===== src/rtl/gpio_irq_pkg.sv =====
`timescale 1ns/1ps
package gpio_irq_pkg;

  typedef enum logic [1:0] {
    TRIG_LOW  = 2'd0,
    TRIG_HIGH = 2'd1,
    TRIG_RISE = 2'd2,
    TRIG_FALL = 2'd3
  } trig_e;

  localparam int OFS_OUTV = 'h00;
  localparam int OFS_DIR  = 'h04;
  localparam int OFS_LVL  = 'h08;
  localparam int OFS_TMLO = 'h0C;
  localparam int OFS_TMHI = 'h10;
  localparam int OFS_EN   = 'h14;
  localparam int OFS_PEND = 'h18;

endpackage


===== src/rtl/gpio_rst_sync.sv =====
`timescale 1ns/1ps
module gpio_rst_sync (
  input  logic clk,
  input  logic rst_n,
  output logic rst_sync_n
);
  logic [1:0] stage_q;

  always_ff @(posedge clk or negedge rst_n) begin
    if (!rst_n) stage_q <= 2'b00;
    else        stage_q <= {stage_q[0], 1'b1};
  end

  assign rst_sync_n = stage_q[1];
endmodule


===== src/rtl/gpio_sync2.sv =====
`timescale 1ns/1ps
module gpio_sync2 #(
  parameter int W = 32
) (
  input  logic         clk,
  input  logic         rst_n,
  input  logic [W-1:0] d,
  output logic [W-1:0] q
);
  logic [W-1:0] meta_q, stab_q;

  always_ff @(posedge clk or negedge rst_n) begin
    if (!rst_n) begin
      meta_q <= '0;
      stab_q <= '0;
    end else begin
      meta_q <= d;
      stab_q <= meta_q;
    end
  end

  assign q = stab_q;
endmodule


===== src/rtl/gpio_trig_det.sv =====
`timescale 1ns/1ps
module gpio_trig_det
  import gpio_irq_pkg::*;
(
  input  trig_e mode,
  input  logic  cur,
  input  logic  prev,
  output logic  hit
);
  always_comb begin
    unique case (mode)
      TRIG_LOW:  hit = ~cur;
      TRIG_HIGH: hit = cur;
      TRIG_RISE: hit = cur & ~prev;
      TRIG_FALL: hit = ~cur & prev;
      default:   hit = 1'b0;
    endcase
  end
endmodule


===== src/rtl/gpio_irq_port.sv =====
`timescale 1ns/1ps
module gpio_irq_port
  import gpio_irq_pkg::*;
#(
  parameter int NPINS  = 32,
  parameter int DW     = 32,
  parameter int ADDR_W = 5
) (
  input  logic              clk,
  input  logic              rst_n,
  input  logic [ADDR_W-1:0] bus_addr,
  input  logic              bus_we,
  input  logic [DW-1:0]     bus_wdata,
  output logic [DW-1:0]     bus_rdata,
  input  logic [NPINS-1:0]  pad_in,
  output logic [NPINS-1:0]  pad_out,
  output logic [NPINS-1:0]  pad_oe,
  output logic              irq_lo,
  output logic              irq_hi
);
  localparam int HALF = NPINS / 2;

  logic rst_sync_n;

  logic [NPINS-1:0] outv_q, outv_d;
  logic [NPINS-1:0] dir_q, dir_d;
  logic [DW-1:0]    tmlo_q, tmlo_d;
  logic [DW-1:0]    tmhi_q, tmhi_d;
  logic [NPINS-1:0] en_q, en_d;
  logic [NPINS-1:0] pend_q, pend_d;
  logic [NPINS-1:0] prev_q;

  logic [NPINS-1:0] lvl_sync;
  logic [NPINS-1:0] hit_vec;
  logic [NPINS-1:0] clr_vec;
  logic [NPINS-1:0] armed;

  logic wr_outv, wr_dir, wr_tmlo, wr_tmhi, wr_en, wr_pend;

  gpio_rst_sync u_rst (
    .clk        (clk),
    .rst_n      (rst_n),
    .rst_sync_n (rst_sync_n)
  );

  gpio_sync2 #(.W(NPINS)) u_sync (
    .clk   (clk),
    .rst_n (rst_sync_n),
    .d     (pad_in),
    .q     (lvl_sync)
  );

  for (genvar p = 0; p < NPINS; p++) begin : g_pin
    trig_e mode_p;
    if (p < HALF) begin : g_lo
      assign mode_p = trig_e'(tmlo_q[2*p +: 2]);
    end else begin : g_hi
      assign mode_p = trig_e'(tmhi_q[2*(p-HALF) +: 2]);
    end
    gpio_trig_det u_det (
      .mode (mode_p),
      .cur  (lvl_sync[p]),
      .prev (prev_q[p]),
      .hit  (hit_vec[p])
    );
  end

  // Write decode
  always_comb begin
    wr_outv = bus_we && (bus_addr == ADDR_W'(OFS_OUTV));
    wr_dir  = bus_we && (bus_addr == ADDR_W'(OFS_DIR));
    wr_tmlo = bus_we && (bus_addr == ADDR_W'(OFS_TMLO));
    wr_tmhi = bus_we && (bus_addr == ADDR_W'(OFS_TMHI));
    wr_en   = bus_we && (bus_addr == ADDR_W'(OFS_EN));
    wr_pend = bus_we && (bus_addr == ADDR_W'(OFS_PEND));
  end

  // Next state
  always_comb begin
    outv_d  = wr_outv ? bus_wdata[NPINS-1:0] : outv_q;
    dir_d   = wr_dir  ? bus_wdata[NPINS-1:0] : dir_q;
    tmlo_d  = wr_tmlo ? bus_wdata : tmlo_q;
    tmhi_d  = wr_tmhi ? bus_wdata : tmhi_q;
    en_d    = wr_en   ? bus_wdata[NPINS-1:0] : en_q;
    clr_vec = wr_pend ? bus_wdata[NPINS-1:0] : '0;
    pend_d  = (pend_q & ~clr_vec) | hit_vec;
  end

  // Registers
  always_ff @(posedge clk or negedge rst_sync_n) begin
    if (!rst_sync_n) begin
      outv_q <= '0;
      dir_q  <= '0;
      tmlo_q <= '0;
      tmhi_q <= '0;
      en_q   <= '0;
      pend_q <= '0;
      prev_q <= '0;
    end else begin
      outv_q <= outv_d;
      dir_q  <= dir_d;
      tmlo_q <= tmlo_d;
      tmhi_q <= tmhi_d;
      en_q   <= en_d;
      pend_q <= pend_d;
      prev_q <= lvl_sync;
    end
  end

  // Read mux
  always_comb begin
    unique case (bus_addr)
      ADDR_W'(OFS_OUTV): bus_rdata = DW'(outv_q);
      ADDR_W'(OFS_DIR):  bus_rdata = DW'(dir_q);
      ADDR_W'(OFS_LVL):  bus_rdata = DW'(lvl_sync);
      ADDR_W'(OFS_TMLO): bus_rdata = tmlo_q;
      ADDR_W'(OFS_TMHI): bus_rdata = tmhi_q;
      ADDR_W'(OFS_EN):   bus_rdata = DW'(en_q);
      ADDR_W'(OFS_PEND): bus_rdata = DW'(pend_q);
      default:           bus_rdata = '0;
    endcase
  end

  assign armed   = pend_q & en_q;
  assign irq_lo  = |armed[HALF-1:0];
  assign irq_hi  = |armed[NPINS-1:HALF];
  assign pad_out = outv_q;
  assign pad_oe  = dir_q;


  dir_follow_chk: assert property (@(posedge clk) disable iff (!rst_sync_n)
    wr_dir |=> (pad_oe == $past(bus_wdata[NPINS-1:0])));


  outv_follow_chk: assert property (@(posedge clk) disable iff (!rst_sync_n)
    wr_outv |=> (pad_out == $past(bus_wdata[NPINS-1:0])));


  pend_sticky_chk: assert property (@(posedge clk) disable iff (!rst_sync_n)
    (pend_q != '0) |=> ((pend_q & $past(pend_q & ~clr_vec)) == $past(pend_q & ~clr_vec)));


  irq_lo_en_chk: assert property (@(posedge clk) disable iff (!rst_sync_n)
    irq_lo |-> (en_q[HALF-1:0] != '0));


  irq_hi_en_chk: assert property (@(posedge clk) disable iff (!rst_sync_n)
    irq_hi |-> (en_q[NPINS-1:HALF] != '0));

endmodule


===== config.mk =====
export PLATFORM = sky130hd
export DESIGN_NAME = gpio_irq_port
export DESIGN_NICKNAME = d
export VERILOG_FILES = /design/src/rtl/gpio_irq_pkg.sv /design/src/rtl/gpio_rst_sync.sv /design/src/rtl/gpio_sync2.sv /design/src/rtl/gpio_trig_det.sv /design/src/rtl/gpio_irq_port.sv
export SDC_FILE = /design/constraint.sdc
export NUM_CORES = 1
export LEC_CHECK = 0
export CELL_PAD_IN_SITES_DETAIL_PLACEMENT = 0
export CELL_PAD_IN_SITES_GLOBAL_PLACEMENT = 1
export CORE_MARGIN = 2
export CORE_UTILIZATION = 45
export DETAILED_ROUTE_END_ITERATION = 7
export DONT_BUFFER_PORTS = 1
export GPL_ROUTABILITY_DRIVEN = 0
export PLACE_DENSITY = 0.76
export SYNTH_ARGS = -nofsm -noshare
export SYNTH_HDL_FRONTEND = slang
export SYNTH_HIERARCHICAL = 1
export SYNTH_SLANG_ARGS = --single-unit

===== constraint.sdc =====
create_clock -name clk -period 18.9 [get_ports clk]
set_clock_uncertainty 0.05 [all_clocks]
set_input_delay 5.67 -clock clk [delete_from_list [all_inputs] [get_ports clk]]
set_output_delay 5.67 -clock clk [all_outputs]
set_load 0.01 [all_outputs]

# Word-level counts from Yosys, hierarchy flattened

Cells that the tools add are included.

Logic and storage cells: 319
Flip-flop bits (word level): 290
Output and inout bits: 98

Equal/unequal tests: 102
Muxes and demuxes: 34
Bitwise operators: 132
Reductions and logical operators: 41

Operator list:

| operator                                                        | number |
|---|---|
| 32-bit case mux with 7 select lines                             | 1 |
| 2-bit == test, second input constant                            | 64 |
| 1-bit case mux with 4 select lines                              | 32 |
| 1-bit bitwise AND                                               | 64 |
| 32-bit bitwise AND                                              | 2 |
| 2-bit by 1-bit == test with 1-bit output, second input constant | 32 |
| 2-bit logical NOT                                               | 32 |
| 1-bit NOT                                                       | 64 |
| 32-bit 2-to-1 mux                                               | 1 |
| 32-bit NOT                                                      | 1 |
| 32-bit OR                                                       | 1 |
| 16-bit OR reduction                                             | 2 |
| 5-bit == test, second input constant                            | 3 |
| 5-bit by 4-bit == test with 1-bit output, second input constant | 2 |
| 1-bit logical AND                                               | 6 |
| 5-bit by 3-bit == test with 1-bit output, second input constant | 1 |
| 5-bit logical NOT                                               | 1 |

# Longest topological paths before layout

Depth in word-level cells: 6
Depth in mapped cells: 5
Depth with buffers taken out: 3

# Cells and area by module

The synthesis kept the hierarchy.

Modules (own cells, without submodules):

| module        | cells each | instances | area an instance (um2) |
|---|---|---|---|
| gpio_irq_port | 765        | 1         | 10037.1 |
| gpio_sync2    | 64         | 1         | 1601.5 |
| gpio_trig_det | 5          | 32        | 38.8 |
| gpio_rst_sync | 3          | 1         | 53.8 |

# Worst setup path after synthesis

No wires, ideal clock.

Path kind: input to output
Start point: input port bus_addr[2]
End point: output port bus_rdata[12]
Stages: 5
Arrival time: 6.810 ns
Path buffers: 2
Path slack: 6.370 ns
Cell sequence: or4_1 > clkbuf_1 > buf_2 > o22a_1 > nand4_1

Word-level cells in the longest chain between the ends: 2

Ends and longest elaborated chain:

| element                               | line                 | source |
|---|---|---|
| start, declared                       | gpio_irq_port.sv:11  | `input logic [ADDR_W-1:0] bus_addr,` |
| 5-bit == test (tied with other cells) | gpio_irq_port.sv:112 | `unique case (bus_addr)` |
| 32-bit case mux with 7 select lines * | gpio_irq_port.sv:112 |  |
| end, declared                         | gpio_irq_port.sv:14  | `output logic [DW-1:0] bus_rdata,` |

Mark *: on every way between the ends. The rest lies on a longest branch, timed or not.

# Worst setup path after layout

Start point: input port bus_addr[4]
End point: output port bus_rdata[23]

Same word-level chain as after synthesis.

==> results.py <==
metrics = {
    "worst_setup_path": {
        "slowest_delay_ns": 1.01,
        "cp-start-kind": "primary input",
        "rr_startpoint": "u_rst/stage_q[1]$_DFF_PN0_",
        "cp_data_arrival_time_ns": 7.26,
        "cp-startpoint": "bus_addr[4]",
        "crit_buf_inv": 0,
        "crit_chain": "or4b_1 > o22ai_1 > a211o_1",
        "worst_path_max_delay_cell": "or4b_1",
        "path_max_fanout": 50,
        "critPathRequiredTime_ns": 13.18,
        "critical-path-top-delay-family": "simple AND/OR/NAND/NOR gates",
        "reg2reg_to": "pend_q[18]$_DFF_PN0_",
        "worst-setup-path-type": "in -> out",
        "critical_path_depth": 3,
        "crit_path_end_kind": "primary output",
        "reg2reg_slack_ns": 16.23,
        "rr_worst_depth": 2,
    },
    "power": {
        "power.share.clock_pct": 40.6,
        "netSwitchingPower_w": 0.0004321,
        "p_int_w": 0.001230,
        "pwr-share-seq_pct": 48.4,
        "ir_worst_vdd_mv": 0.07380,
        "powerDensity_mw_per_mm2": 115.0,
        "p_leak_nw": 6.118,
        "pwr-share-comb_pct": 11.0,
        "p_sw_share_pct": 26.00,
    },
    "logic_synthesis": {
        "ys_ff_latch": 290,
        "synthTopCellsByArea": "dfrtp_1, mux2_2, mux2i_1",
        "synth_top_area_share_pct": 56.11,
        "syn_avg_cell_area_um2": 13.04,
        "ys_types": 33,
        "yosys_most_used_dff": "dfrtp_1",
        "syn_nets": 1064,
        "ys.warnings.count": 6,
        "ys_top_cells_by_count": "dfrtp_1, mux2_2, nand3_1, mux2i_1",
        "ys_seq_area_share_pct": 56.11,
        "syn_area_mm2": 0.01293,
        "synth_most_common_cell": "dfrtp_1",
        "yosys.area.top_type": "dfrtp_1",
        "ys_async_sr_fraction_pct": 100.0,
        "synth-edff-count": 0,
        "netlist_instances": 992,
    },
    "timing": {
        "fmax_mhz": 77.07,
        "slew_viol_final": 0,
        "fin_setup_tns_ns": 0,
        "min_period_ns": 12.98,
        "holdWs_ns": 0.2029,
        "tightest_slew_ns": 1.077,
        "hold_violations": 0,
        "relSlewSlack_pct": 28.18,
        "min_period_over_period_pct": 68.66,
        "setup_violations": 0,
        "rsz0062_at_grt": "false",
    },
    "detailed_routing": {
        "avgViaCountPerCell": 6.081,
        "dr.pass1.iters": 5,
        "wl_per_cell_um": 25.38,
        "wirelength_um": 35260,
        "drc": 0,
        "vias": 8446,
        "final_antenna_net_count": 0,
        "drt-initial-drc-count": 540,
    },
    "die": {
        "start_util_pct": 45.43,
        "pin_count": 170,
        "rows": 62,
        "core_mm2": 0.02847,
        "chipWidth_um": 173.5,
        "die_h_um": 173.5,
        "die-area_mm2": 0.03011,
    },
    "cts": {
        "root_buffer": "clkbuf_16",
        "post-cts-setup-buffer-count": 0,
        "cts_buffer_depth": 3,
        "post_cts_resized": 0,
        "cts.sinks": 290,
        "clkLatencyLatePin_ns": 0.51,
        "hold_buffers": 0,
        "numCtsBuffers": 34,
        "cts-htree-levels": 2,
        "cts_tree": "done",
        "clk_pin_slew_ns": 0.05,
    },
    "global_route": {
        "grt_max_degree": 181,
        "gr-total-overflow": 0,
        "track_usage_pct": 23.58,
        "grt_pass1_vias": 8378,
        "grt_pass1_wl_um": 53920,
        "antenna_found_initial": 0,
    },
    "finish": {
        "final_util_pct": 50.76,
        "syn_to_final_growth_pct": 11.72,
        "nets": 1054,
        "n_antenna_cell": 0,
        "drive_above_1_share_pct": 25.97,
    },
    "place": {
        "dp_hpwl_um": 23110,
        "portBuffers": 0,
    },
    "hold_path": {
        "min_path_type": "reg -> async",
    },
    "job": {
        "maxCapViolations": 0,
    },
    "run_status": {
        "status": "finished, final reports clean",
    },
}
[power groups by stage]
stage / logic (W) / registers [W] / clock network [W]
2_1_floorplan: 0.000149 / 0.000787 / 0
3_3_place_gp: 0.000181 / 0.000810 / 0
3_5_place_dp: 0.000185 / 0.000814 / 0
4_1_cts: 0.000186 / 0.000803 / 0.000690
5_1_grt: 0.000200 / 0.000817 / 0.000716
6_report: 0.000183 / 0.000804 / 0.000675
[cells in the final DEF (no fill, tap or decap), types with 3 or more instances in the layout]
cell | synthesis | final
mux2i_1 | 64 | 64
clkbuf_8 | 0 | 7
nand2b_1 | 32 | 32
bufinv_16 | 0 | 3
a211o_1 | 18 | 18
or3b_1 | 32 | 32
nand3b_1 | 36 | 36
o22a_1 | 14 | 14
buf_4 | 1 | 12
nand4_1 | 16 | 16
o22ai_1 | 18 | 18
a221oi_1 | 8 | 8
clkbuf_16 | 0 | 37
o21ba_2 | 32 | 32
dfrtp_1 | 290 | 289
clkbuf_1 | 19 | 7
mux2_2 | 156 | 156
a21oi_1 | 18 | 18
a22o_1 | 8 | 8
clkinv_2 | 0 | 4
a32oi_1 | 32 | 32
a21o_1 | 32 | 32
mux2_1 | 4 | 4
nand3_1 | 111 | 109
[cell type report]
class / count / area, um2
tap: 384 / 480.5
fill: 2504 / 14020
sequential: 290 / 7261
clock inverter: 8 / 117.6
multi-input combinational: 643 / 5433
clock buffer: 51 / 1049
timing repair buffer: 13 / 110.1
[worst max-delay path by stage]
stage | endpoint | slack, ns
after floorplan | bus_rdata[12] | 6.37
after global placement | bus_rdata[26] | 5.92
after detailed placement | bus_rdata[5] | 5.92
after CTS | bus_rdata[23] | 5.90
after global routing | bus_rdata[27] | 5.86
final | bus_rdata[23] | 5.92
[stage by stage]
step                      power [W]  area, um2  setup WS, ns  cells
after floorplan           0.0009364      12930         6.370    992
after global placement    0.0009906      13280         5.920   1330
after detailed placement  0.0009993      13280         5.920   1330
after CTS                  0.001679      14450         5.903   1389
after global routing       0.001734      14450         5.855   1389
final                      0.001662      14450         5.924   1389
[routing by layer]
| layer | global-route usage [%] | vias up | share of wire, % |
|---|---|---|---|
| li1 | - | 3748 | - |
| met1 | 32.77 | 4396 | 44 |
| met2 | 38.82 | 263 | 49 |
| met3 | 4.254 | 39 | 5.8 |
| met4 | 5.261 | 0 | 1.6 |
| met5 | 0 | - | 0 |
[state kept, by name, indices dropped and copies added (netlist names)]
register,count
en_q,32
pad_oe,32
pad_out,32
pend_q,32
prev_q,32
tmhi_q,32
tmlo_q,32
u_sync/meta_q,32
u_sync/q,32
u_rst/stage_q,2
[cell families after synthesis]
logic type	Yosys count	synth area share [%]
flops	290	56.11
simple gates	238	11.57
mux	224	18.88
compound gates	180	11.32
buf+inv	59	2.090
other cells	1	0.02899
(Power assumes the default switching activity.)
